==> src/rtl/wdog_regif_pkg.sv <==
package wdog_regif_pkg;
  typedef enum logic [1:0] {
    SZ_BYTE = 2'd0,
    SZ_HALF = 2'd1,
    SZ_WORD = 2'd2,
    SZ_RSVD = 2'd3
  } accSize_e;

  typedef enum logic [1:0] {
    UNL_IDLE  = 2'd0,
    UNL_ARMED = 2'd1,
    UNL_OPEN  = 2'd2
  } unlSt_e;

  // strobes from control to datapath
  typedef struct packed {
    logic ldPre1;
    logic ldPre2;
    logic kickReq;
    logic clrReq;
    logic ldCfg;
    logic ldLock;
  } regStrobe_t;
endpackage

==> src/rtl/wdog_regif_ctrl.sv <==
module wdog_regif_ctrl
  import wdog_regif_pkg::*;
#(
  parameter int MEM_AW = 4,
  parameter int CFG_AW = 8,
  parameter int DATA_W = 32,
  parameter logic [MEM_AW-1:0] RELOAD_OFS = 4'hC,
  parameter logic [MEM_AW-1:0] PRE1_OFS = 4'h0,
  parameter logic [MEM_AW-1:0] PRE2_OFS = 4'h4,
  parameter logic [CFG_AW-1:0] CFG_OFS = 8'h60,
  parameter logic [CFG_AW-1:0] LOCK_OFS = 8'h68,
  parameter logic [7:0] KEY_FIRST = 8'h80,
  parameter logic [7:0] KEY_SECOND = 8'h86
) (
  input  logic              clk,
  input  logic              rstN,
  input  logic              memWrEn,
  input  logic [MEM_AW-1:0] memAddr,
  input  logic [1:0]        memSize,
  input  logic [DATA_W-1:0] memWrData,
  input  logic              cfgWrEn,
  input  logic [CFG_AW-1:0] cfgAddr,
  input  logic [1:0]        cfgSize,
  output regStrobe_t        strb
);
  localparam int KEY_PAD = DATA_W - 8;

  unlSt_e unlSt, unlNext;
  logic [DATA_W-1:0] maskedData;
  logic keyHit1, keyHit2, actOpen;

  always_comb begin
    unique case (memSize)
      SZ_BYTE: maskedData = {{(DATA_W-8){1'b0}}, memWrData[7:0]};
      SZ_HALF: maskedData = {{(DATA_W-16){1'b0}}, memWrData[15:0]};
      default: maskedData = memWrData;
    endcase
  end

  assign keyHit1 = (memAddr == RELOAD_OFS) && (maskedData == {{KEY_PAD{1'b0}}, KEY_FIRST});
  assign keyHit2 = (memAddr == RELOAD_OFS) && (maskedData == {{KEY_PAD{1'b0}}, KEY_SECOND})
                   && (unlSt == UNL_ARMED);
  assign actOpen = memWrEn && !keyHit1 && !keyHit2 && (unlSt == UNL_OPEN);

  always_comb begin
    unlNext = unlSt;
    if (memWrEn) begin
      if (keyHit1)      unlNext = UNL_ARMED;
      else if (keyHit2) unlNext = UNL_OPEN;
      else              unlNext = UNL_IDLE;
    end
  end

  always_ff @(posedge clk or negedge rstN) begin
    if (!rstN) unlSt <= UNL_IDLE;
    else       unlSt <= unlNext;
  end

  always_comb begin
    strb.kickReq = actOpen && (memAddr == RELOAD_OFS) && (memSize == SZ_HALF) && memWrData[8];
    strb.clrReq  = actOpen && (memAddr == RELOAD_OFS) && (memSize == SZ_HALF)
                   && (memWrData[9] || memWrData[12]);
    strb.ldPre1  = actOpen && (memAddr == PRE1_OFS) && (memSize == SZ_WORD);
    strb.ldPre2  = actOpen && (memAddr == PRE2_OFS) && (memSize == SZ_WORD);
    strb.ldCfg   = cfgWrEn && (cfgAddr == CFG_OFS) && (cfgSize == SZ_HALF);
    strb.ldLock  = cfgWrEn && (cfgAddr == LOCK_OFS) && (cfgSize == SZ_BYTE);
  end
endmodule

==> src/rtl/wdog_regif_dp.sv <==
module wdog_regif_dp
  import wdog_regif_pkg::*;
#(
  parameter int MEM_AW = 4,
  parameter int CFG_AW = 8,
  parameter int DATA_W = 32,
  parameter int CFG_DW = 16,
  parameter int PRE_W = 20,
  parameter logic [MEM_AW-1:0] RELOAD_OFS = 4'hC,
  parameter logic [CFG_AW-1:0] CFG_OFS = 8'h60,
  parameter logic [CFG_AW-1:0] LOCK_OFS = 8'h68,
  parameter logic [DATA_W-1:0] FLAG_PATTERN = 32'h0000_1200
) (
  input  logic              clk,
  input  logic              rstN,
  input  regStrobe_t        strb,
  input  logic [DATA_W-1:0] memWrData,
  input  logic [CFG_DW-1:0] cfgWrData,
  input  logic [MEM_AW-1:0] memAddr,
  input  logic [1:0]        memSize,
  input  logic [CFG_AW-1:0] cfgAddr,
  input  logic [1:0]        cfgSize,
  input  logic              prevReboot,
  output logic [DATA_W-1:0] memRdData,
  output logic [CFG_DW-1:0] cfgRdData,
  output logic              kick,
  output logic              flagClr,
  output logic [PRE_W-1:0]  preload1,
  output logic [PRE_W-1:0]  preload2,
  output logic              wdEnable,
  output logic              freeRun,
  output logic              fastClk,
  output logic [1:0]        intType,
  output logic              rebootEn,
  output logic              lockBit
);
  localparam logic [PRE_W-1:0] PRE_RESET = '1;

  always_ff @(posedge clk or negedge rstN) begin
    if (!rstN) begin
      kick     <= 1'b0;
      flagClr  <= 1'b0;
      preload1 <= PRE_RESET;
      preload2 <= PRE_RESET;
      wdEnable <= 1'b0;
      freeRun  <= 1'b0;
      lockBit  <= 1'b0;
      fastClk  <= 1'b0;
      intType  <= 2'd0;
      rebootEn <= 1'b1;
    end else begin
      kick    <= strb.kickReq;
      flagClr <= strb.clrReq;
      if (strb.ldPre1) preload1 <= memWrData[PRE_W-1:0];
      if (strb.ldPre2) preload2 <= memWrData[PRE_W-1:0];
      if (strb.ldCfg) begin
        rebootEn <= ~cfgWrData[5];
        fastClk  <= cfgWrData[2];
        intType  <= cfgWrData[1:0];
      end
      if (strb.ldLock && !lockBit) begin
        lockBit  <= cfgWrData[0];
        wdEnable <= cfgWrData[1];
        freeRun  <= cfgWrData[2];
      end
    end
  end

  always_comb begin
    memRdData = '0;
    if (memAddr == RELOAD_OFS && memSize == SZ_HALF && prevReboot) memRdData = FLAG_PATTERN;
  end

  always_comb begin
    cfgRdData = '0;
    if (cfgAddr == CFG_OFS && cfgSize == SZ_HALF) begin
      cfgRdData[5]   = ~rebootEn;
      cfgRdData[2]   = fastClk;
      cfgRdData[1:0] = intType;
    end else if (cfgAddr == LOCK_OFS && cfgSize == SZ_BYTE) begin
      cfgRdData[2] = freeRun;
      cfgRdData[1] = wdEnable;
      cfgRdData[0] = lockBit;
    end
  end
endmodule

==> src/rtl/wdog_regif.sv <==
module wdog_regif
  import wdog_regif_pkg::*;
#(
  parameter int MEM_AW = 4,
  parameter int CFG_AW = 8,
  parameter int DATA_W = 32,
  parameter int CFG_DW = 16,
  parameter int PRE_W = 20
) (
  input  logic              clk,
  input  logic              rstN,
  input  logic              memWrEn,
  input  logic [MEM_AW-1:0] memAddr,
  input  logic [1:0]        memSize,
  input  logic [DATA_W-1:0] memWrData,
  output logic [DATA_W-1:0] memRdData,
  input  logic              prevReboot,
  input  logic              cfgWrEn,
  input  logic [CFG_AW-1:0] cfgAddr,
  input  logic [1:0]        cfgSize,
  input  logic [CFG_DW-1:0] cfgWrData,
  output logic [CFG_DW-1:0] cfgRdData,
  output logic              kick,
  output logic              flagClr,
  output logic [PRE_W-1:0]  preload1,
  output logic [PRE_W-1:0]  preload2,
  output logic              wdEnable,
  output logic              freeRun,
  output logic              fastClk,
  output logic [1:0]        intType,
  output logic              rebootEn
);
  regStrobe_t strb;
  logic lockBit;

  wdog_regif_ctrl #(.MEM_AW(MEM_AW), .CFG_AW(CFG_AW), .DATA_W(DATA_W)) u_ctrl (
    .clk(clk), .rstN(rstN), .memWrEn(memWrEn), .memAddr(memAddr), .memSize(memSize),
    .memWrData(memWrData), .cfgWrEn(cfgWrEn), .cfgAddr(cfgAddr), .cfgSize(cfgSize),
    .strb(strb)
  );

  wdog_regif_dp #(.MEM_AW(MEM_AW), .CFG_AW(CFG_AW), .DATA_W(DATA_W), .CFG_DW(CFG_DW),
                  .PRE_W(PRE_W)) u_dp (
    .clk(clk), .rstN(rstN), .strb(strb), .memWrData(memWrData), .cfgWrData(cfgWrData),
    .memAddr(memAddr), .memSize(memSize), .cfgAddr(cfgAddr), .cfgSize(cfgSize),
    .prevReboot(prevReboot), .memRdData(memRdData), .cfgRdData(cfgRdData),
    .kick(kick), .flagClr(flagClr), .preload1(preload1), .preload2(preload2),
    .wdEnable(wdEnable), .freeRun(freeRun), .fastClk(fastClk), .intType(intType),
    .rebootEn(rebootEn), .lockBit(lockBit)
  );
endmodule

==> config.mk <==
export PLATFORM = sky130hd
export DESIGN_NAME = wdog_regif
export DESIGN_NICKNAME = d
export VERILOG_FILES = /design/src/rtl/wdog_regif_pkg.sv /design/src/rtl/wdog_regif_ctrl.sv /design/src/rtl/wdog_regif_dp.sv /design/src/rtl/wdog_regif.sv
export SDC_FILE = /design/constraint.sdc
export NUM_CORES = 1
export LEC_CHECK = 0
export BUFFER_PORTS_ARGS = -buffer_cell sky130_fd_sc_hd__buf_2
export CAP_MARGIN = 10
export CORE_ASPECT_RATIO = 1.75
export CORE_MARGIN = 2
export CORE_UTILIZATION = 26
export CTS_CLUSTER_SIZE = 24
export DETAILED_ROUTE_END_ITERATION = 10
export PLACE_DENSITY = 0.53
export RECOVER_POWER = 100
export SYNTH_ARGS = -nofsm -noshare
export SYNTH_HDL_FRONTEND = slang
export SYNTH_HIERARCHICAL = 1
export SYNTH_SLANG_ARGS = --single-unit
==> constraint.sdc <==
create_clock -name clk -period 1.8 [get_ports clk]
set_input_delay 0.36 -clock clk [delete_from_list [all_inputs] [get_ports clk]]
set_output_delay 0.36 -clock clk [all_outputs]
set_load 0.02 [all_outputs]
==> results.toml <==
[run_status]
run_status = "finished, violations left"
violations_in_the_final_reports = "setup timing"

[power]
switching_share = 0.227
clockPowerShare = 0.429
power.density_nw_per_um2 = 734
leakagePower_nw = 1.46
comb_power_share = 0.094
power.internal_w = 0.00187
power.share.sequential = 0.477
ir_drop_v = 0.000356
power_switching_w = 0.000549

[synthesis]
library_cell_with_the_highest_instance_count_after_synthesis = "mux2_2"
synth.area.top_cells = "dfstp_2 42%, mux2_2 19%, buf_4 13%, dfrtp_1 9.7%, nor4_2 2.4%"
synth_largest_type_area_fraction = 0.419
synth_edf_count = 0
fraction_of_synthesis_flops_using_an_asynchronous_set_or_reset_pin = 1.00
avgSynthCellArea_um2 = 13.1
yosysTopAreaCell = "dfstp_2"
syn-instance-count = 197
synth_seq_cells = 51
post_synth_most_frequent_cells = "44 x mux2_2, 43 x buf_4, 41 x dfstp_2"
synth.yosys.seq_area_share = 0.516
yosysWarnings = 6
postSynth.topFlopCell = "dfstp_2"
synth.lib_cells_used.distinct = 32
mappedNetlistArea_um2 = 2570

[setup_path]
critPathTopFamily = "simple AND/OR/NAND/NOR gates"
reg2reg_from = "u_ctrl/unlSt[0]$_DFFE_PN0P_"
critical_path.cell_chain = "buf_6, or4b_4, nor4_4, buf_4"
critPathSlowestCell = "or4b_4"
startpoint_type = "input port"
timing.critical_path.arrival_ps = 1460
path_buf_inv = 2
setup.worst_path.class = "in -> out"
r2r_depth = 6
cp.depth = 4
critical_path.reg2reg.endpoint = "u_dp/preload2[1]$_DFFE_PN1P_"
worstPathMaxFanout = 4
cpPeakStageDelay_ps = 600
reg2reg_setup_slack_ps = 100
critical_path_sink_type = "primary output"
crit_required_ps = 1440

[floorplan]
fp.dieW_um = 79.2
ios = 165
initial_utilization = 0.265
dieHeight_um = 136
design.die.area_um2 = 10700
number_of_standard_cell_rows_in_the_floorplan = 48
core_um2 = 9730

[clocking]
cts_buffer_depth = 2
clk_pin_slew_worst_paths_ps = 60
cts_max_level = 2
cts_buffers = 5
cts.sink_count = 51
cts_post_setup_buffers_inserted = 0
cts.hold.buffers_added = 0
clockRootBuffer = "clkbuf_16"
clkLatencyLatePin_ps = 280
tritoncts_clock_tree = "yes"

[route]
detail-route-antenna-nets = 0
firstDrtPassIters = 4
wire_per_inst_um = 14.3
detail_route.wirelength_um = 6330
vias = 1853
drc = 0
route.detailed.vias_per_inst = 4.17
drt_iter0_drc = 33

[grt]
grt_pass1_wl_um = 9510
grt_max_degree = 29
grt_remaining_overflow = 0
globalRouteTotalUtil = 0.116
vias_in_the_first_global_route = 1888
grt_antenna_before_repair = 0

[min_path]
timing.hold.worst_path_depth = 2
worst_hold_path.endpoint = "u_dp/rebootEn$_DFFE_PN1P_"
hp-start = "cfgWrData[5]"
hp-class = "in -> reg"

[placement]
gp_routability_congestion = 0.724
detailedPlacementHpwl_um = 5110
buffer_ports.inserted = 110

[sta]
number_of_setup_violations_in_the_final_report = 4
timing_worst_slew_pin_value_ps = 1490
min_period_ps = 1820
setup_slack_ps = -23.3
min_period_over_period = 1.01
final_hold_viol_count = 0
finalSetupTns_ps = -35.5
fmaxAchievable_mhz = 548
maxSlewHeadroom = 0.00688
pins_over_slew_limit = 0
rsz0062_at_grt = "true"
clock-skew-final_ps = 5.01

[finish]
fillCellCount = 1047
area_growth_pct = 28.2
utilization = 0.339
n_antenna_cell = 0
num-nets-final = 387
drive_gt1_frac = 0.527

[job]
cap_violations = 0
cell type report:
class,instances,area [um^2],share of cell area
clock buffer,7,133,0.0402
tap,125,156,0.0474
sequential,51,1330,0.402
multi-input combinational,137,1080,0.327
inverter,3,11.3,0.00341
clock inverter,1,30.0,0.00910
timing repair buffer,120,564,0.171
cell families after synthesis:
kind of cell,after synthesis,synth area share
other,1,0.00146
AND/OR/NAND/NOR,40,0.117
buffers and inverters,50,0.138
AO/OA/AOI/OAI,9,0.0272
multiplexers,46,0.201
flip-flops,51,0.516
power by group through the flow:
| stage | registers (W) | logic [W] | clock network (W) |
|---|---|---|---|
| 6_report | 0.00116 | 0.000228 | 0.00104 |
| 5_1_grt | 0.00115 | 0.000250 | 0.00114 |
| 4_1_cts | 0.00116 | 0.000230 | 0.00109 |
| 3_5_place_dp | 0.00117 | 0.000226 | 0 |
| 3_3_place_gp | 0.00117 | 0.000222 | 0 |
| 2_1_floorplan | 0.00118 | 0.000169 | 0 |
per-layer routing:
metal,part of all wire,up-vias,track usage
li1,-,863,-
met5,0,-,0
met3,0.080,6,0.0300
met4,0.015,0,0.0431
met1,0.35,891,0.118
met2,0.56,93,0.220
how the worst max path moves through the flow:
stage | from | endpoint | slack, ps
3_5_place_dp | memWrData[8] | u_ctrl/unlSt[1]$_DFFE_PN0P_ | -150
6_report | cfgAddr[7] | cfgRdData[5] | -20
4_1_cts | cfgAddr[4] | cfgRdData[5] | -10
3_3_place_gp | memWrData[8] | u_ctrl/unlSt[0]$_DFFE_PN0P_ | -100
5_1_grt | cfgAddr[7] | cfgRdData[5] | -40
2_1_floorplan | cfgAddr[7] | cfgRdData[0] | -50
sequential cells by signal, indices dropped and copies added, names as in the netlist:
register and cells:
u_ctrl/unlSt 2, u_dp/fastClk 1, u_dp/lockBit 1, u_dp/preload2 20
u_dp/freeRun 1, u_dp/rebootEn 1, u_dp/flagClr 1, u_dp/wdEnable 1
u_dp/preload1 20, u_dp/kick 1, u_dp/intType 2
through the flow:
| stage | worst slack [ps] | cell area (um^2) | power (W) | cells | hold WS (ps) |
|---|---|---|---|---|---|
| 2_1_floorplan | -47.2 | 2730 | 0.00134 | 238 | 64.4 |
| 3_3_place_gp | -102 | 3180 | 0.00139 | 436 | 368 |
| 3_5_place_dp | -146 | 3180 | 0.00140 | 436 | 374 |
| 4_1_cts | -14.3 | 3380 | 0.00248 | 444 | 61.0 |
| 5_1_grt | -44.8 | 3300 | 0.00255 | 444 | 227 |
| 6_report | -23.3 | 3300 | 0.00242 | 444 | 226 |
layout by cell type, fill, tap and decap left out, types with 2 or more instances in the layout:
cell       count
buf_6          2
nand4_1        3
nor2_1         5
or4b_4         2
nand4b_1       2
nor3b_1        2
nor4bb_1       2
dfstp_2       41
clkbuf_16      5
nand2b_1       2
clkbuf_2       2
nor4_1         2
nor3_1         2
buf_4          7
a211oi_2       3
nand3b_1       6
inv_1          3
nor4_2         4
dfrtp_1       10
buf_2         53
mux2_2        44
clkbuf_1      57
conb_1        42
nand3_1        2
timing repair:
action / in CTS / in global routing
endpoints found under the setup margin: 4 / 3
pin swaps: 3 / 3
hold endpoints to repair: 0 / 0
resized for setup: 8 / 3
worst reg2reg max path: cells and delay by family (launching register included):
family / cells / cell delay [ps]
and+or+nand+nor: 3 / 460
DFF: 1 / 370
muxes: 1 / 390
buffers and inverters: 2 / 400
Power figures use the tool's default switching activity.
